--- src/rtl/vec_front.sv ---
module vec_front #(
  parameter int AW = 16,
  parameter int UW = 8,
  parameter logic [AW-1:0] RST_VEC = 16'hFFFC,
  parameter logic [AW-1:0] NMI_VEC = 16'hFFFA,
  parameter logic [AW-1:0] IRQ_VEC = 16'hFFFE
) (
  input  logic          clk,
  input  logic          rst,
  input  logic          nmi_n,
  input  logic          irq,
  input  logic          irq_en,
  input  logic          nmi_ack,
  input  logic          insn_bnd,
  input  logic          fetch_done,
  input  logic          pc_inc,
  input  logic          pc_load,
  input  logic          mar_ld,
  input  logic [AW-1:0] mar_din,
  input  logic          upc_ld,
  input  logic [UW-1:0] upc_din,
  output logic [AW-1:0] mar,
  output logic [AW-1:0] pc,
  output logic [UW-1:0] upc,
  output logic          int_take,
  output logic          vec_nmi
);
  logic [2:0] nsync;
  logic       nflag, boot;

  wire nfall = nsync[2] & ~nsync[1];

  assign int_take = ~rst & insn_bnd & (nflag | (irq & irq_en));
  assign vec_nmi  = nflag;

  always_ff @(posedge clk) begin
    nsync <= {nsync[1:0], nmi_n};
    if (rst)
      nsync <= 3'b111;
  end

  always_ff @(posedge clk) begin
    if (rst || nmi_ack)
      nflag <= 1'b0;
    else if (nfall)
      nflag <= 1'b1;
  end

  always_ff @(posedge clk) begin
    if (rst)
      mar <= RST_VEC;
    else if (int_take)
      mar <= nflag ? NMI_VEC : IRQ_VEC;
    else if (mar_ld)
      mar <= mar_din;
  end

  always_ff @(posedge clk) begin
    if (rst)
      boot <= 1'b1;
    else if (fetch_done)
      boot <= 1'b0;
  end

  always_ff @(posedge clk) begin
    if (!rst && fetch_done) begin
      if (boot || pc_load)
        pc <= mar;
      else if (pc_inc)
        pc <= pc + 1'b1;
    end
  end

  always_ff @(posedge clk) begin
    if (rst)
      upc <= '0;
    else if (upc_ld)
      upc <= upc_din;
    else
      upc <= upc + 1'b1;
  end
endmodule


--- config.mk ---
export PLATFORM = sky130hd
export DESIGN_NAME = vec_front
export DESIGN_NICKNAME = d
export VERILOG_FILES = /design/src/rtl/vec_front.sv
export SDC_FILE = /design/constraint.sdc
export NUM_CORES = 1
export LEC_CHECK = 0
export BUFFER_PORTS_ARGS = -buffer_cell sky130_fd_sc_hd__buf_2
export CELL_PAD_IN_SITES_DETAIL_PLACEMENT = 1
export CELL_PAD_IN_SITES_GLOBAL_PLACEMENT = 2
export CORE_UTILIZATION = 30
export CTS_BUF_LIST = sky130_fd_sc_hd__clkbuf_8
export CTS_CLUSTER_DIAMETER = 100
export DETAILED_ROUTE_END_ITERATION = 10
export GPL_ROUTABILITY_DRIVEN = 0
export HOLD_SLACK_MARGIN = 0.03
export PLACE_DENSITY = 0.8
export SLEW_MARGIN = 10
export SYNTH_ARGS = -nofsm -noshare
export SYNTH_HDL_FRONTEND = slang
export SYNTH_SLANG_ARGS = --single-unit
--- constraint.sdc ---
create_clock -name clk -period 3 [get_ports clk]
set_input_delay 0.6 -clock clk [delete_from_list [all_inputs] [get_ports clk]]
set_output_delay 0.6 -clock clk [all_outputs]
set_load 0.005 [all_outputs]
After elaboration in Yosys (flattened, before gate mapping) --
Index checks and enable logic that the tools add are counted.
Operators by class: add/sub/neg operators 2, multiply operators 0, divide/modulo/power cells 0, magnitude comparators 0, equal/unequal tests 0, shift-type cells 0, mux-type cells 6, bitwise operators 7, reduce and logical (&&, ||, !) cells 7
Operators by type and width (number):
- 16-bit two-way mux | 4
- 16-bit by 1-bit adder with 16-bit output, second input constant | 1
- 8-bit by 1-bit adder with 8-bit output, second input constant | 1
- 8-bit two-way mux | 1
- 1-bit bitwise AND | 4
- 2-bit nonzero test | 2
- 3-bit two-way mux | 1
- 1-bit logical OR | 2
- 1-bit inverter | 2
- 2-bit AND reduction | 1
- 1-bit logical AND | 1
- 1-bit zero test | 1
- 1-bit bitwise OR | 1
Word-level totals: flip-flop bits (word level) 45, latch bits 0, memory bits (writable) 0, ROM bits 0, bits of input ports 36, output and inout port bits 42, logic and storage cells 28, memories kept 0

Depth between registers and ports, before layout --
Gate-level depths: netlist of the first run.
depth after elaboration 4, gate-level depth with buffers 5

Least setup slack after synthesis of the first run --
No wires, ideal clock.
path kind input to register, start point input port rst, end point register pc[0], enable pin, setup time 0.409 ns, arrival time 2.154 ns, required time 2.591 ns, path slack 0.436 ns, cell stages on the path 3, cell sequence clkbuf_1 clkbuf_1 nor3_1
On the way: cells in the longest elaborated chain, start to end 3
RTL lines:
- start: declaration | RTL line 9 | input logic rst,
- 1-bit zero test | RTL line 66 | if (!rst && fetch_done) begin
- 1-bit logical AND | RTL line 66
- 2-bit AND reduction (no line)
- end signal: assignment | RTL line 68 | pc <= mar;
- end signal: assignment | RTL line 70 | pc <= pc + 1'b1;
- end: declaration | RTL line 23 | output logic [AW-1:0] pc,
No other way between the ends. A chain may end at the register's enable or synchronous reset.

Worst setup path in the final report of the first run --
start point input port irq, end point output port int_take
On the way: cells in the longest elaborated chain, start to end 3
RTL lines:
- start: declaration | RTL line 11 | input logic irq,
- 1-bit bitwise AND | RTL line 33 | assign int_take = ~rst & insn_bnd & (nflag | (irq & irq_en));
- 1-bit bitwise OR | RTL line 33
- 1-bit bitwise AND | RTL line 33
- end: declaration | RTL line 25 | output logic int_take,
No other way between the ends.

==> results of run 1 <==
[routing by layer]
metal | routed length, um | part of all wire
met3 | 294 | 0.057
met4 | 73 | 0.014
met1 | 2430 | 0.47
met2 | 2350 | 0.46
met5 | 0 | 0
[layout make-up]
class,count,area share
inverters,5,0.00708
multi-input cells,148,0.370
clock inverters,3,0.00519
repair buffers,80,0.154
clock buffers,5,0.0259
flip-flops and latches,45,0.400
well taps,80,0.0377
[critical path, stage by stage]
cell and delay (ps):
buf_2 100, a21o_1 180, nand2_1 120, nor2_1 50, buf_2 130
[power by group through the flow]
stage / clock network (uW) / logic [uW] / registers (uW)
floorplan: 0 / 94.1 / 713
global placement: 0 / 166 / 718
detailed placement: 0 / 170 / 718
CTS: 381 / 171 / 704
global route: 408 / 187 / 710
finish: 365 / 167 / 703
[per-stage QoR]
stage / utilization / hold slack (ps) / total power [uW]
2_1_floorplan: - / 389 / 807
3_3_place_gp: 0.380 / 394 / 883
3_5_place_dp: 0.380 / 401 / 889
4_1_cts: 0.393 / 423 / 1260
5_1_grt: 0.393 / 431 / 1300
6_report: 0.393 / 417 / 1240
[sequential cells by signal, summed over array words and instances, names as in the netlist]
register  cells
nsync         3
mar          16
upc           8
boot          1
pc           16
vec_nmi       1
[final timing paths]
| kind | start | slack (ps) | end |
|---|---|---|---|
| worst min register to register | nsync[0]$_SDFF_PP1_ | 420 | nsync[1]$_SDFF_PP1_ |
| worst max register to register | pc[0]$_DFFE_PP_ | 1280 | pc[14]$_DFFE_PP_ |
| worst min-delay path | nsync[0]$_SDFF_PP1_ | 420 | nsync[1]$_SDFF_PP1_ |
| worst max-delay path | irq | 1230 | int_take |
[kinds of logic after synthesis]
group	after synthesis	synth area share
xor gates and xnor gates	20	0.0835
muxes	19	0.0912
AOI/OAI and AO/OA	27	0.0781
buffers and inverters	14	0.0298
DFF	45	0.506
adders and majority gates	2	0.0119
and+or+nand+nor	80	0.200
[cells in the mapped netlist (all sizes together), types with 2 or more instances]
library cell	count
nand2	21
nor3	7
clkbuf	6
ha	2
buf	3
or2	3
nand3	6
xnor2	13
nor4	4
a21oi	20
dfxtp	29
mux2i	18
a211oi	4
nor2	28
a21o	3
edfxtp	16
inv	4
and3	2
xor2	7
nand4	6
==> metrics, run 1 <==
outcome=finished, final reports clean; Synth cell types=30; Synth Instances=207; Final WS setup=1230 ps; Final ANT Viol Nets=0; startpoint types=input pin; dpl cells=358; clock skew=8.26 ps; register area share after synthesis=0.506; chip width=85.6 um; FMAX=563 MHz; commonest cells after routing, fill and taps aside=buf_2 (77), dfxtp_1 (29), nor2_1 (27), nand2_1 (21), mux2i_1 (18); H-tree level count=2; Rel. slew slack=0.566; area of the core=0.00676 sq mm; # clock sinks=45; design area=0.00265 sq mm; TritonCTS clock tree=built; row cnt=30; Hold-fix buffers, CTS=0; IO Port Bufs=77; Final Cycle Share=0.592; Main synth FF type=dfxtp_1; R2R depth=5; Placed Area=0.00257 sq mm; Starting Density=0.311; maximum vdd ir drop=0.189 mV; Area growth syn-to-layout=26.4%; Total GRT Usage=0.150; grt met3 use=0.0414; Post-synth EDFFs=16; worst slew pin tran=651 ps; worst slack, placed=1060 ps; total CTS buffers=5; Die Ht=85.6 um; drt pass-1 iters=4; Clock Power Share=0.296; Syn Area/Cell=10.1 sq um; I/O pins=78; met1 Usage GRT=0.201; setup bufs post-CTS=0; vias in the first global route=1,686; Routed WL=5.15 mm; Worst-Skew Late Latency=300 ps; first-pass GRT wire length=8.39 mm; largest cells by area after synthesis=dfxtp_1 (28%), edfxtp_1 (23%), mux2i_1 (8.6%), xnor2_1 (5.4%), nor2_1 (5.0%); Worst Hold Class=reg2reg; clk buf depth=2; met2 GRT Util=0.225; YS warnings=0; post-CTS sizing=0; combinational share of power=0.135; initial antenna violation count=0; Post-Layout Cell Count=366; Period minus WS final=1770 ps; Hold Fails Final Rpt=0; Multi-input gate area=982 sq um; Synth top area share=0.277; largest net degree at the start of global routing=19; Vias=1,721; switching share of power=0.264; die area=0.00733 sq mm; hold path cells=1; Sequential cell area=0.00106 sq mm; Worst-path clk slew=80 ps; most common cell after layout, fill and taps aside=buf_2; Post-Syn Nets=245; routed vias/inst=4.70; area leader, netlist=dfxtp_1; Max-Cap Viols=0; root buf cell=clkbuf_8; Crit. End Element=primary output; Post-Syn Area=0.00210 sq mm; unrepaired setup endpoints after global routing=no; Nets=323; kind of critical path=in2out; Crit path required time=2400 ps; Setup-failing EPs final=0; Post-synth ARST share=0; critical path arrival=1170 ps; first-iteration detailed-routing DRC count=82; Post-DP HPWL=3.80 mm; fill count=814; busiest grt layer=met2; Leak=0.00113 uW; part of the power in registers=0.569; critical path peak fanout=3; routed len/inst=14.1 um; drc violations=0; Overflow after GRT=0; setup TNS=0 ps; switching power=326 uW; Inserted Diodes=0; P_int=910 uW; count of pins over their slew limit=0; Yosys reg bits=45; layout cells sized above 1=0.357; power per cell area=466 mW/mm^2
No activity file was read; power rests on OpenSTA's default activity.
==> run 2, diff against run 1 <==
clock period = 1.8 ns   (was 3 ns; I/O delays follow)
==> metrics, run 2 (synthesis results as in run 1) <==
outcome=finished, final reports clean; fill count=803; initial antenna violation count=0; H-tree level count=2; area of the core=0.00676 sq mm; Setup-failing EPs final=0; most common cell after layout, fill and taps aside=buf_2; clock skew=8.76 ps; critical path arrival=1700 ps; Placed Area=0.00259 sq mm; Worst Hold Class=in2reg; Final WS setup=145 ps; Rel. slew slack=0.468; first-pass GRT wire length=8.38 mm; Sequential cell area=0.00106 sq mm; Routed WL=5.19 mm; Period minus WS final=1650 ps; Nets=325; Crit. End Element=flop; unrepaired setup endpoints after global routing=no; R2R depth=5; clk buf depth=2; row cnt=30; CP startpoint=pc[0]$_DFFE_PP_; total CTS buffers=5; Die Ht=85.6 um; Inserted Diodes=0; flop-to-flop setup slack=150 ps; Multi-input gate area=991 sq um; top flop regs=mar (16), pc (16), upc (8); slowest stage delay, CP=430 ps; drc violations=0; startpoint types=flop; Hold Fails Final Rpt=0; worst slack, placed=123 ps; commonest cells after routing, fill and taps aside=buf_2 (77), dfxtp_1 (29), nor2_1 (27), nand2_1 (21), mux2i_1 (18); first-iteration detailed-routing DRC count=60; largest net degree at the start of global routing=31; routed vias/inst=4.77; layout cells sized above 1=0.368; critical path peak fanout=5; post-layout util=0.401; FF-to-FF Start=pc[0]$_DFFE_PP_; setup TNS=0 ps; CP max stage cell=edfxtp_1; Post-DP HPWL=3.88 mm; Worst-path clk slew=90 ps; Final Cycle Share=0.919; TritonCTS clock tree=built; drt pass-1 iters=4; worst slew pin tran=796 ps; Starting Density=0.311; Total GRT Usage=0.147; crit-path cells=ha_2 -> nand4_1 -> nor4_2 -> xnor2_1 -> a21oi_1; I/O pins=78; FMAX=604 MHz; Vias=1,757; die area=0.00733 sq mm; # clock sinks=45; Leak=0.00115 uW; routed len/inst=14.1 um; Area growth syn-to-layout=29.3%; dpl cells=360; kind of critical path=reg2reg; Post-Layout Cell Count=368; RR Endpoint=pc[14]$_DFFE_PP_; maximum vdd ir drop=0.301 mV; root buf cell=clkbuf_8; design area=0.00271 sq mm; Max-Cap Viols=0; Overflow after GRT=0; Crit path required time=1840 ps; power per cell area=833 mW/mm^2; vias in the first global route=1,721; count of pins over their slew limit=0; Worst-Skew Late Latency=290 ps; chip width=85.6 um; crit path to=pc[14]$_DFFE_PP_; IO Port Bufs=77; Final ANT Viol Nets=0
[run 2: power breakdown]
part	switching [uW]	internal, uW
Combinational	145	142
Clock	351	453
Sequential	54.9	1110
[run 2: area by class of cell]
cell class | instances | share of cell area
clock inverter | 2 | 0.0134
timing repair buffer | 82 | 0.156
inverter | 5 | 0.00692
clock buffer | 6 | 0.0304
multi-input combinational | 148 | 0.365
sequential | 45 | 0.391
tap | 80 | 0.0369
[run 2: timing repair]
| action | CTS | global route |
|---|---|---|
| hold buffers | 0 | 0 |
| setup buffers | 0 | 0 |
| endpoints found under the setup margin | 0 | 1 |
| gates resized for setup | 0 | 1 |
[run 2: per-layer routing]
metal	track usage	share of wire	wire, um
met2	0.252	0.50	2610
met1	0.183	0.45	2340
met4	0.0409	0.0048	25
met5	0	0	0
met3	0.0385	0.043	224
[run 2: worst min path at each step]
stage,endpoint,from,slack (ps),cells after the start
finish,vec_nmi$_SDFFE_PP0P_,nmi_ack,210,2
global route,vec_nmi$_SDFFE_PP0P_,nmi_ack,200,2
CTS,vec_nmi$_SDFFE_PP0P_,nmi_ack,200,2
detailed placement,nsync[1]$_SDFF_PP1_,nsync[0]$_SDFF_PP1_,400,1
global placement,nsync[1]$_SDFF_PP1_,nsync[0]$_SDFF_PP1_,390,1
floorplan,nsync[1]$_SDFF_PP1_,nsync[0]$_SDFF_PP1_,390,1
[run 2: worst max-delay path: cells and delay by family (launching register included)]
family / cells / cell delay [ps]
AOI/OAI and AO/OA: 1 / 80
xor gates and xnor gates: 1 / 150
adders and majority gates: 1 / 240
DFF: 1 / 430
and+or+nand+nor: 2 / 510
[run 2: stage by stage]
stage | power [uW] | hold slack [ps]
2_1_floorplan | 1350 | 389
3_3_place_gp | 1480 | 390
3_5_place_dp | 1490 | 397
4_1_cts | 2300 | 198
5_1_grt | 2370 | 201
6_report | 2260 | 213
==> run 3, diff against run 2 <==
BUFFER_PORTS_ARGS = -buffer_cell sky130_fd_sc_hd__buf_4   (was -buffer_cell sky130_fd_sc_hd__buf_2)
==> metrics, run 3 (synthesis results as in run 1) <==
most common cell after layout, fill and taps aside=buf_4; initial antenna violation count=0; area of the core=0.00676 sq mm; row cnt=30; setup TNS=0 ps; layout cells sized above 1=0.367; Overflow after GRT=0; routed len/inst=14.4 um; I/O pins=78; Max-Cap Viols=0; clock skew=10.3 ps; Multi-input gate area=991 sq um; die area=0.00733 sq mm; Nets=326; fill count=783; design area=0.00291 sq mm; Total GRT Usage=0.148; FMAX=606 MHz; R2R depth=5; Crit path required time=1840 ps; Starting Density=0.311; TritonCTS clock tree=built; Placed Area=0.00278 sq mm; top flop regs=mar (16), pc (16), upc (8); Routed WL=5.33 mm; Final ANT Viol Nets=0; critical path peak fanout=4; clk buf depth=2; Worst-path clk slew=90 ps; Hold Fails Final Rpt=0; Crit. End Element=flop; IO Port Bufs=77; outcome=finished, final reports clean; count of pins over their slew limit=0; Setup-failing EPs final=0; maximum vdd ir drop=0.334 mV; total CTS buffers=5; flop-to-flop setup slack=150 ps; startpoint types=flop; RR Endpoint=pc[14]$_DFFE_PP_; power per cell area=790 mW/mm^2; first-iteration detailed-routing DRC count=64; Area growth syn-to-layout=38.7%; drc violations=0; Period minus WS final=1650 ps; Inserted Diodes=0; chip width=85.6 um; Post-DP HPWL=3.91 mm; Final Cycle Share=0.916; largest net degree at the start of global routing=31; vias in the first global route=1,794; Hold Slack=221 ps; Rel. slew slack=0.736; commonest cells after routing, fill and taps aside=buf_4 (83), dfxtp_1 (29), nor2_1 (27), nand2_1 (21), mux2i_1 (18); HP Start=nmi_ack; root buf cell=clkbuf_8; routed vias/inst=4.82; critical path arrival=1690 ps; Total Power=2300 uW; # clock sinks=45; H-tree level count=2; FF-to-FF Start=pc[0]$_DFFE_PP_; Sequential cell area=0.00106 sq mm; Worst-Skew Late Latency=300 ps; kind of critical path=reg2reg; worst slew pin tran=394 ps; Vias=1,779; Die Ht=85.6 um; Leak=0.00123 uW; first-pass GRT wire length=8.52 mm; hold path cells=2; Worst Hold Class=in2reg; post-layout util=0.431; drt pass-1 iters=6; Worst Hold Endpoint=vec_nmi$_SDFFE_PP0P_
==> run 3: power by group <==
group	switching (uW)	internal (uW)	leakage, uW
clock network	342	447	0.0000626
logic	147	189	0.000787
registers	58.6	1110	0.000378
total	547	1750	0.00123
==> run 3: per-layer routing <==
metal	global-route usage	vias up	part of all wire
met5	0	-	0
met4	0.0273	0	0.0034
met3	0.0356	2	0.036
met2	0.273	34	0.52
met1	0.175	864	0.44
li1	-	879	-
==> run 3: worst max-delay path, cell delays in order, from the launching register on <==
cell	delay, ps
edfxtp_1	410
ha_2	240
nand4_1	180
nor4_2	350
xnor2_1	150
a21oi_1	80
==> run 3: area by class of cell <==
cell class | instances | share of cell area
multi-input combinational | 148 | 0.340
sequential | 45 | 0.365
clock buffer | 6 | 0.0284
tap | 80 | 0.0344
inverter | 5 | 0.00645
timing repair buffer | 83 | 0.214
clock inverter | 2 | 0.0116
==> run 3: timing repair <==
item	CTS	global route
setup endpoints to repair	0	1
hold buffers	0	0
resized for setup	0	1
setup buffers	0	2
==> run 3: through the flow <==
step                      setup WS (ps)  instances
after floorplan                     174        207
after global placement              211        359
after detailed placement            120        359
after CTS                           117        367
after global routing              -10.2        369
final                               151        369
==> run 3: how the worst max path moves through the flow <==
| stage | startpoint | end | slack (ps) | cells after the start |
|---|---|---|---|---|
| floorplan | rst | pc[0]$_DFFE_PP_ | 170 | 3 |
| global route | pc[0]$_DFFE_PP_ | pc[14]$_DFFE_PP_ | -10 | 5 |
| CTS | pc[0]$_DFFE_PP_ | pc[14]$_DFFE_PP_ | 120 | 5 |
| global placement | pc[0]$_DFFE_PP_ | pc[14]$_DFFE_PP_ | 210 | 5 |
| finish | pc[0]$_DFFE_PP_ | pc[14]$_DFFE_PP_ | 150 | 5 |
| detailed placement | pc[0]$_DFFE_PP_ | pc[14]$_DFFE_PP_ | 120 | 5 |
